--- src/rtl/psd_pkg.sv ---
package psd_pkg;
  // default split of the ratio word and the prescaler low modulus
  localparam int unsigned SWAL_W_DEF  = 3;
  localparam int unsigned MAIN_W_DEF  = 11;
  localparam int unsigned PRE_LOW_DEF = 8;
  localparam int unsigned M_MIN_DEF   = 7;
endpackage

--- src/rtl/psd_ratio_decode.sv ---
module psd_ratio_decode #(
  parameter int unsigned SWAL_W = psd_pkg::SWAL_W_DEF,
  parameter int unsigned MAIN_W = psd_pkg::MAIN_W_DEF,
  parameter int unsigned M_MIN  = psd_pkg::M_MIN_DEF,
  localparam int unsigned BUS_W = SWAL_W + MAIN_W
) (
  input  logic [BUS_W-1:0]  bus_i,
  output logic [MAIN_W-1:0] main_eff_o,
  output logic [SWAL_W-1:0] swal_eff_o,
  output logic              range_err_o
);
  logic [MAIN_W-1:0] main_raw;
  logic [SWAL_W-1:0] swal_raw;
  logic [MAIN_W-1:0] swal_ext;

  always_comb begin
    main_raw    = bus_i[BUS_W-1:SWAL_W];
    swal_raw    = bus_i[SWAL_W-1:0];
    range_err_o = (main_raw < MAIN_W'(M_MIN));
    // fallback: a zero main count acts as one
    main_eff_o  = (main_raw == '0) ? MAIN_W'(1) : main_raw;
    swal_ext    = {{(MAIN_W-SWAL_W){1'b0}}, swal_raw};
    // never swallow more cycles than the main count holds
    swal_eff_o  = (swal_ext > main_eff_o) ? main_eff_o[SWAL_W-1:0] : swal_raw;
  end
endmodule

--- src/rtl/psd_prescaler.sv ---
module psd_prescaler #(
  parameter int unsigned PRE_LOW = psd_pkg::PRE_LOW_DEF,
  localparam int unsigned PC_W   = $clog2(PRE_LOW + 1)
) (
  input  logic clk,
  input  logic rst_n,
  input  logic tick_en,
  input  logic mod_hi,
  output logic cyc_end
);
  logic [PC_W-1:0] cnt_q, cnt_d;
  logic [PC_W-1:0] term;

  always_comb begin
    term    = mod_hi ? PC_W'(PRE_LOW) : PC_W'(PRE_LOW - 1);
    cyc_end = tick_en && (cnt_q == term);
    cnt_d   = cnt_q;
    if (tick_en) cnt_d = cyc_end ? '0 : cnt_q + 1'b1;
  end

  always_ff @(posedge clk or negedge rst_n) begin
    if (!rst_n) cnt_q <= '0;
    else        cnt_q <= cnt_d;
  end


  pre_range_chk: assert property (@(posedge clk) disable iff (!rst_n)
    cnt_q <= PC_W'(PRE_LOW));
endmodule

--- src/rtl/psd_swallow_ctrl.sv ---
module psd_swallow_ctrl #(
  parameter int unsigned SWAL_W = psd_pkg::SWAL_W_DEF,
  parameter int unsigned MAIN_W = psd_pkg::MAIN_W_DEF
) (
  input  logic              clk,
  input  logic              rst_n,
  input  logic              pre_end,
  input  logic [MAIN_W-1:0] main_ld,
  input  logic [SWAL_W-1:0] swal_ld,
  output logic              mod_hi,
  output logic              div_end
);
  logic [MAIN_W-1:0] main_q, main_d;
  logic [SWAL_W-1:0] swal_q, swal_d;

  always_comb begin
    mod_hi  = (swal_q != '0);
    div_end = pre_end && (main_q <= MAIN_W'(1));
    main_d  = main_q;
    swal_d  = swal_q;
    if (div_end) begin
      main_d = main_ld;
      swal_d = swal_ld;
    end else if (pre_end) begin
      main_d = main_q - 1'b1;
      if (swal_q != '0) swal_d = swal_q - 1'b1;
    end
  end

  always_ff @(posedge clk or negedge rst_n) begin
    if (!rst_n) begin
      main_q <= MAIN_W'(1);
      swal_q <= '0;
    end else begin
      main_q <= main_d;
      swal_q <= swal_d;
    end
  end


  swal_le_main_chk: assert property (@(posedge clk) disable iff (!rst_n)
    {{(MAIN_W-SWAL_W){1'b0}}, swal_q} <= main_q);

  mod_edge_chk: assert property (@(posedge clk) disable iff (!rst_n)
    $fell(mod_hi) |-> $past(pre_end));
endmodule

--- src/rtl/psd_pulse_shaper.sv ---
module psd_pulse_shaper #(
  parameter int unsigned PULSE_LEN = psd_pkg::PRE_LOW_DEF,
  localparam int unsigned PL_W     = $clog2(PULSE_LEN + 1)
) (
  input  logic clk,
  input  logic rst_n,
  input  logic tick_en,
  input  logic start,
  output logic pulse_o
);
  logic [PL_W-1:0] left_q, left_d;

  always_comb begin
    left_d = left_q;
    if (start)                         left_d = PL_W'(PULSE_LEN);
    else if (tick_en && left_q != '0)  left_d = left_q - 1'b1;
    pulse_o = (left_q != '0);
  end

  always_ff @(posedge clk or negedge rst_n) begin
    if (!rst_n) left_q <= '0;
    else        left_q <= left_d;
  end


  pulse_start_chk: assert property (@(posedge clk) disable iff (!rst_n)
    $rose(pulse_o) |-> $past(start));
endmodule

--- src/rtl/psd_divider.sv ---
module psd_divider #(
  parameter int unsigned SWAL_W  = psd_pkg::SWAL_W_DEF,
  parameter int unsigned MAIN_W  = psd_pkg::MAIN_W_DEF,
  parameter int unsigned PRE_LOW = psd_pkg::PRE_LOW_DEF,
  parameter int unsigned M_MIN   = psd_pkg::M_MIN_DEF,
  localparam int unsigned BUS_W  = SWAL_W + MAIN_W
) (
  input  logic             clk,
  input  logic             rst_n,
  input  logic             rf_en,
  input  logic [BUS_W-1:0] prog_bus,
  output logic             div_pulse,
  output logic             mod_ctl,
  output logic             range_err
);
  logic [1:0]        rst_sync_q;
  logic              rst_i_n;
  logic [MAIN_W-1:0] main_eff;
  logic [SWAL_W-1:0] swal_eff;
  logic              pre_end;
  logic              mod_hi;
  logic              div_end;

  // asynchronous assert, synchronous release
  always_ff @(posedge clk or negedge rst_n) begin
    if (!rst_n) rst_sync_q <= 2'b00;
    else        rst_sync_q <= {rst_sync_q[0], 1'b1};
  end
  assign rst_i_n = rst_sync_q[1];

  psd_ratio_decode #(.SWAL_W(SWAL_W), .MAIN_W(MAIN_W), .M_MIN(M_MIN)) u_dec (
    .bus_i(prog_bus), .main_eff_o(main_eff), .swal_eff_o(swal_eff),
    .range_err_o(range_err));

  psd_prescaler #(.PRE_LOW(PRE_LOW)) u_pre (
    .clk(clk), .rst_n(rst_i_n), .tick_en(rf_en), .mod_hi(mod_hi),
    .cyc_end(pre_end));

  psd_swallow_ctrl #(.SWAL_W(SWAL_W), .MAIN_W(MAIN_W)) u_swl (
    .clk(clk), .rst_n(rst_i_n), .pre_end(pre_end), .main_ld(main_eff),
    .swal_ld(swal_eff), .mod_hi(mod_hi), .div_end(div_end));

  psd_pulse_shaper #(.PULSE_LEN(PRE_LOW)) u_pls (
    .clk(clk), .rst_n(rst_i_n), .tick_en(rf_en), .start(div_end),
    .pulse_o(div_pulse));

  assign mod_ctl = mod_hi;


  idle_hold_chk: assert property (@(posedge clk) disable iff (!rst_i_n)
    !rf_en |=> ($stable(div_pulse) && $stable(mod_ctl)));
endmodule

--- config.mk ---
export PLATFORM = sky130hd
export DESIGN_NAME = psd_divider
export DESIGN_NICKNAME = d
export VERILOG_FILES = /design/src/rtl/psd_pkg.sv /design/src/rtl/psd_ratio_decode.sv /design/src/rtl/psd_prescaler.sv /design/src/rtl/psd_swallow_ctrl.sv /design/src/rtl/psd_pulse_shaper.sv /design/src/rtl/psd_divider.sv
export SDC_FILE = /design/constraint.sdc
export NUM_CORES = 1
export LEC_CHECK = 0
export ABC_CLOCK_PERIOD_IN_PS = 2420
export BUFFER_PORTS_ARGS = -buffer_cell sky130_fd_sc_hd__buf_4
export CAP_MARGIN = 20
export CORE_UTILIZATION = 55
export DETAILED_ROUTE_END_ITERATION = 8
export HOLD_SLACK_MARGIN = 0.12
export PLACE_DENSITY = 0.82
export SYNTH_ARGS = -nofsm -noshare
export SYNTH_HDL_FRONTEND = slang
export SYNTH_SLANG_ARGS = --single-unit
--- constraint.sdc ---
create_clock -name clk -period 2.42 [get_ports clk]
set_input_delay 0.242 -clock clk [delete_from_list [all_inputs] [get_ports clk]]
set_output_delay 0.242 -clock clk [all_outputs]
set_load 0.005 [all_outputs]
==> impl_metrics.toml <==
[status]
status = "finished clean"

[drt]
viasPerCell = 6.25
wire_per_inst_um = 15.3
wirelength_mm = 3.54
dr.pass1.iters = 4
drc_errors = 0
vias = 1449
met1_length_mm = 1.55
ant_nets = 0
drt_iter0_markers = 83
top_layer = "met4"
wl_met3_um = 150
dr_wl_met2_mm = 1.77

[timing]
fin_setup_tns_ps = 0
max_slew_margin = 0.368
clock_skew_ps = 7.39
period_minus_slack_ps = 2090
drv_slew = 0
worst_slew_pin_slew_ps = 948
post-route-period-util = 0.862
report.final.setup_viol = 0
max_freq_mhz = 479
rsz0062_at_grt = "no"
hold_viol_final = 0

[power]
p_sw_frac = 0.453
peakVddDrop_mv = 0.695
p_per_area_nw_per_um2 = 1070
seqPwrFrac = 0.394
p_leak_uw = 0.000822
clockPowerShare = 0.113
p_int_uw = 1040
combPwrFrac = 0.492
power_switching_uw = 864

[synth]
syn_nets = 207
yosys.area_share.adder = 0.0717
netlist_area_um2 = 1570
ys_seq_elements = 24
synth_top_family_by_area = "compound AO/OA/AOI/OAI gates"
synth_edf_count = 0
yosysUniqueCellTypes = 44
synthArstFlopShare = 1.00
yosys.area.top_type = "dfrtp_1"
synth-compound-area-share = 0.233
synthXorXnorAreaFrac = 0.0112
synth.mux.area_fraction = 0.0327
synth_top_area_share = 0.367
syn_avg_cell_area_um2 = 8.68
synthCells = 181
synth-main-ff-cell = "dfrtp_1"
ys_warn_count = 0
ys_top_cells_by_area = "dfrtp_1, ha_1, a21oi_1, o21ai_0, nand2_1"
synth_seq_area_share = 0.383
yosys.area_share.simple = 0.211

[floorplanning]
rows = 19
die_area_um2 = 3070
pin_count = 20
die_h_um = 55.4
core_area_um2 = 2730
initial_core_util = 0.574
die_w_um = 55.4

[clocking]
cts_tree = "done"
numCtsBuffers = 3
cts.sinks = 24
cts_hold_buf = 1
clk_pin_slew_ps = 140
cts_setup_buffers = 0
cts.path.max_buffers = 2
cts-root-buf = "clkbuf_4"
ctsResizeCount = 0
cts_htree_levels = 1
clk_latency_ps = 320

[placement]
dp_cells = 227
gp_congestion = 0.861
portBuffers = 19
dp_hpwl_mm = 2.64
placed_cell_area_um2 = 1740

[worst_setup_path]
r2r_slack_ps = 330
worstPathRequired_ps = 2630
arrival_ps = 2300
cp_max_fo = 13
cp-end-kind = "register"
critical_path_class = "register to register"
start_kind = "register"

[layout]
final_common_cell = "dfrtp_1"
fin_util = 0.652
stdcell_count = 232
drive_above_1_share = 0.169
area_growth_pct = 13.5
diodes = 0
most-common-layout-cells = "dfrtp_1, a21oi_1, buf_4"
postLayoutCellArea_um2 = 1780
nets = 228
fillers = 239

[hold_path]
holdCritPathClass = "input pin to register"

[global_route]
antenna_found_initial = 0
grt_usage = 0.250
grt_pass1_vias = 1491
grt_pass1_wl_mm = 6.22
grt.overflow.total = 0
grt_max_degree = 23

[flow_run]
cap_violations = 0
-- power by group through the flow --
stage	logic, uW	clock network [uW]	registers [uW]
finish	939	216	752
global route	1060	235	777
CTS	930	222	747
detailed placement	926	0	756
global placement	867	0	741
floorplan	727	0	712
-- routing by layer --
layer	vias to the layer above	GRT usage
met5	-	0
met3	11	0.0258
li1	695	-
met4	0	0.0964
met1	696	0.315
met2	47	0.441
-- cells in the mapped netlist (4+ instances only) --
cell      count
nand2b_1      5
mux2i_1       4
nand3_1       7
inv_1        15
o31ai_1       4
nand2_1      17
o21ai_0      14
ha_1          9
nand4_1       5
a21oi_1      22
nor2_1       12
dfrtp_1      23
-- kinds of logic after synthesis --
logic type      after synthesis
simple gates                 61
compound gates               58
flops                        24
buf+inv                      21
fa+ha+maj                     9
mux                           5
xor+xnor                      2
other cells                   1
-- critical path, stage by stage (launching register included) --
cell,delay [ps]
dfrtp_1,490
nor4_1,410
o2111ai_1,420
buf_4,330
o21ai_0,200
a21oi_1,110
-- path summary, 6_finish.rpt --
kind | start | endpoint | cells after the start
max in group asynchronous | rst_sync_q[1] | u_swl.main_q[8] | 0
min in group asynchronous | rst_n | rst_sync_q[0] | 2
hold / removal | prog_bus[0] | u_swl.swal_q[0] | 3
setup reg to reg | u_swl.main_q[2] | u_swl.main_q[2] | 5
setup / recovery | u_swl.main_q[2] | u_swl.main_q[2] | 5
hold reg to reg | rst_sync_q[0] | rst_sync_q[1] | 0
-- sequential cells by signal (all words and copies together) (netlist names) --
register	flops
rst_sync_q	2
u_pls.left_q	4
u_pre.cnt_q	4
u_swl.main_q	11
u_swl.swal_q	3
-- metrics by stage --
step	hold WS (ps)	power (uW)	setup slack, ps
after floorplan	-53.6	1440	508
after global placement	24.2	1610	231
after detailed placement	26.5	1680	97.7
after CTS	197	1900	395
after global routing	205	2070	186
final	198	1910	334
-- final cells by class --
cell class	instances	area, um^2	area share
clock buffer	4	36.3	0.0204
inverter	15	56.3	0.0316
tap	31	38.8	0.0218
timing repair buffer	22	168	0.0940
sequential	24	602	0.338
multi-input combinational	136	882	0.495
No activity file was read; power rests on OpenSTA's default activity.
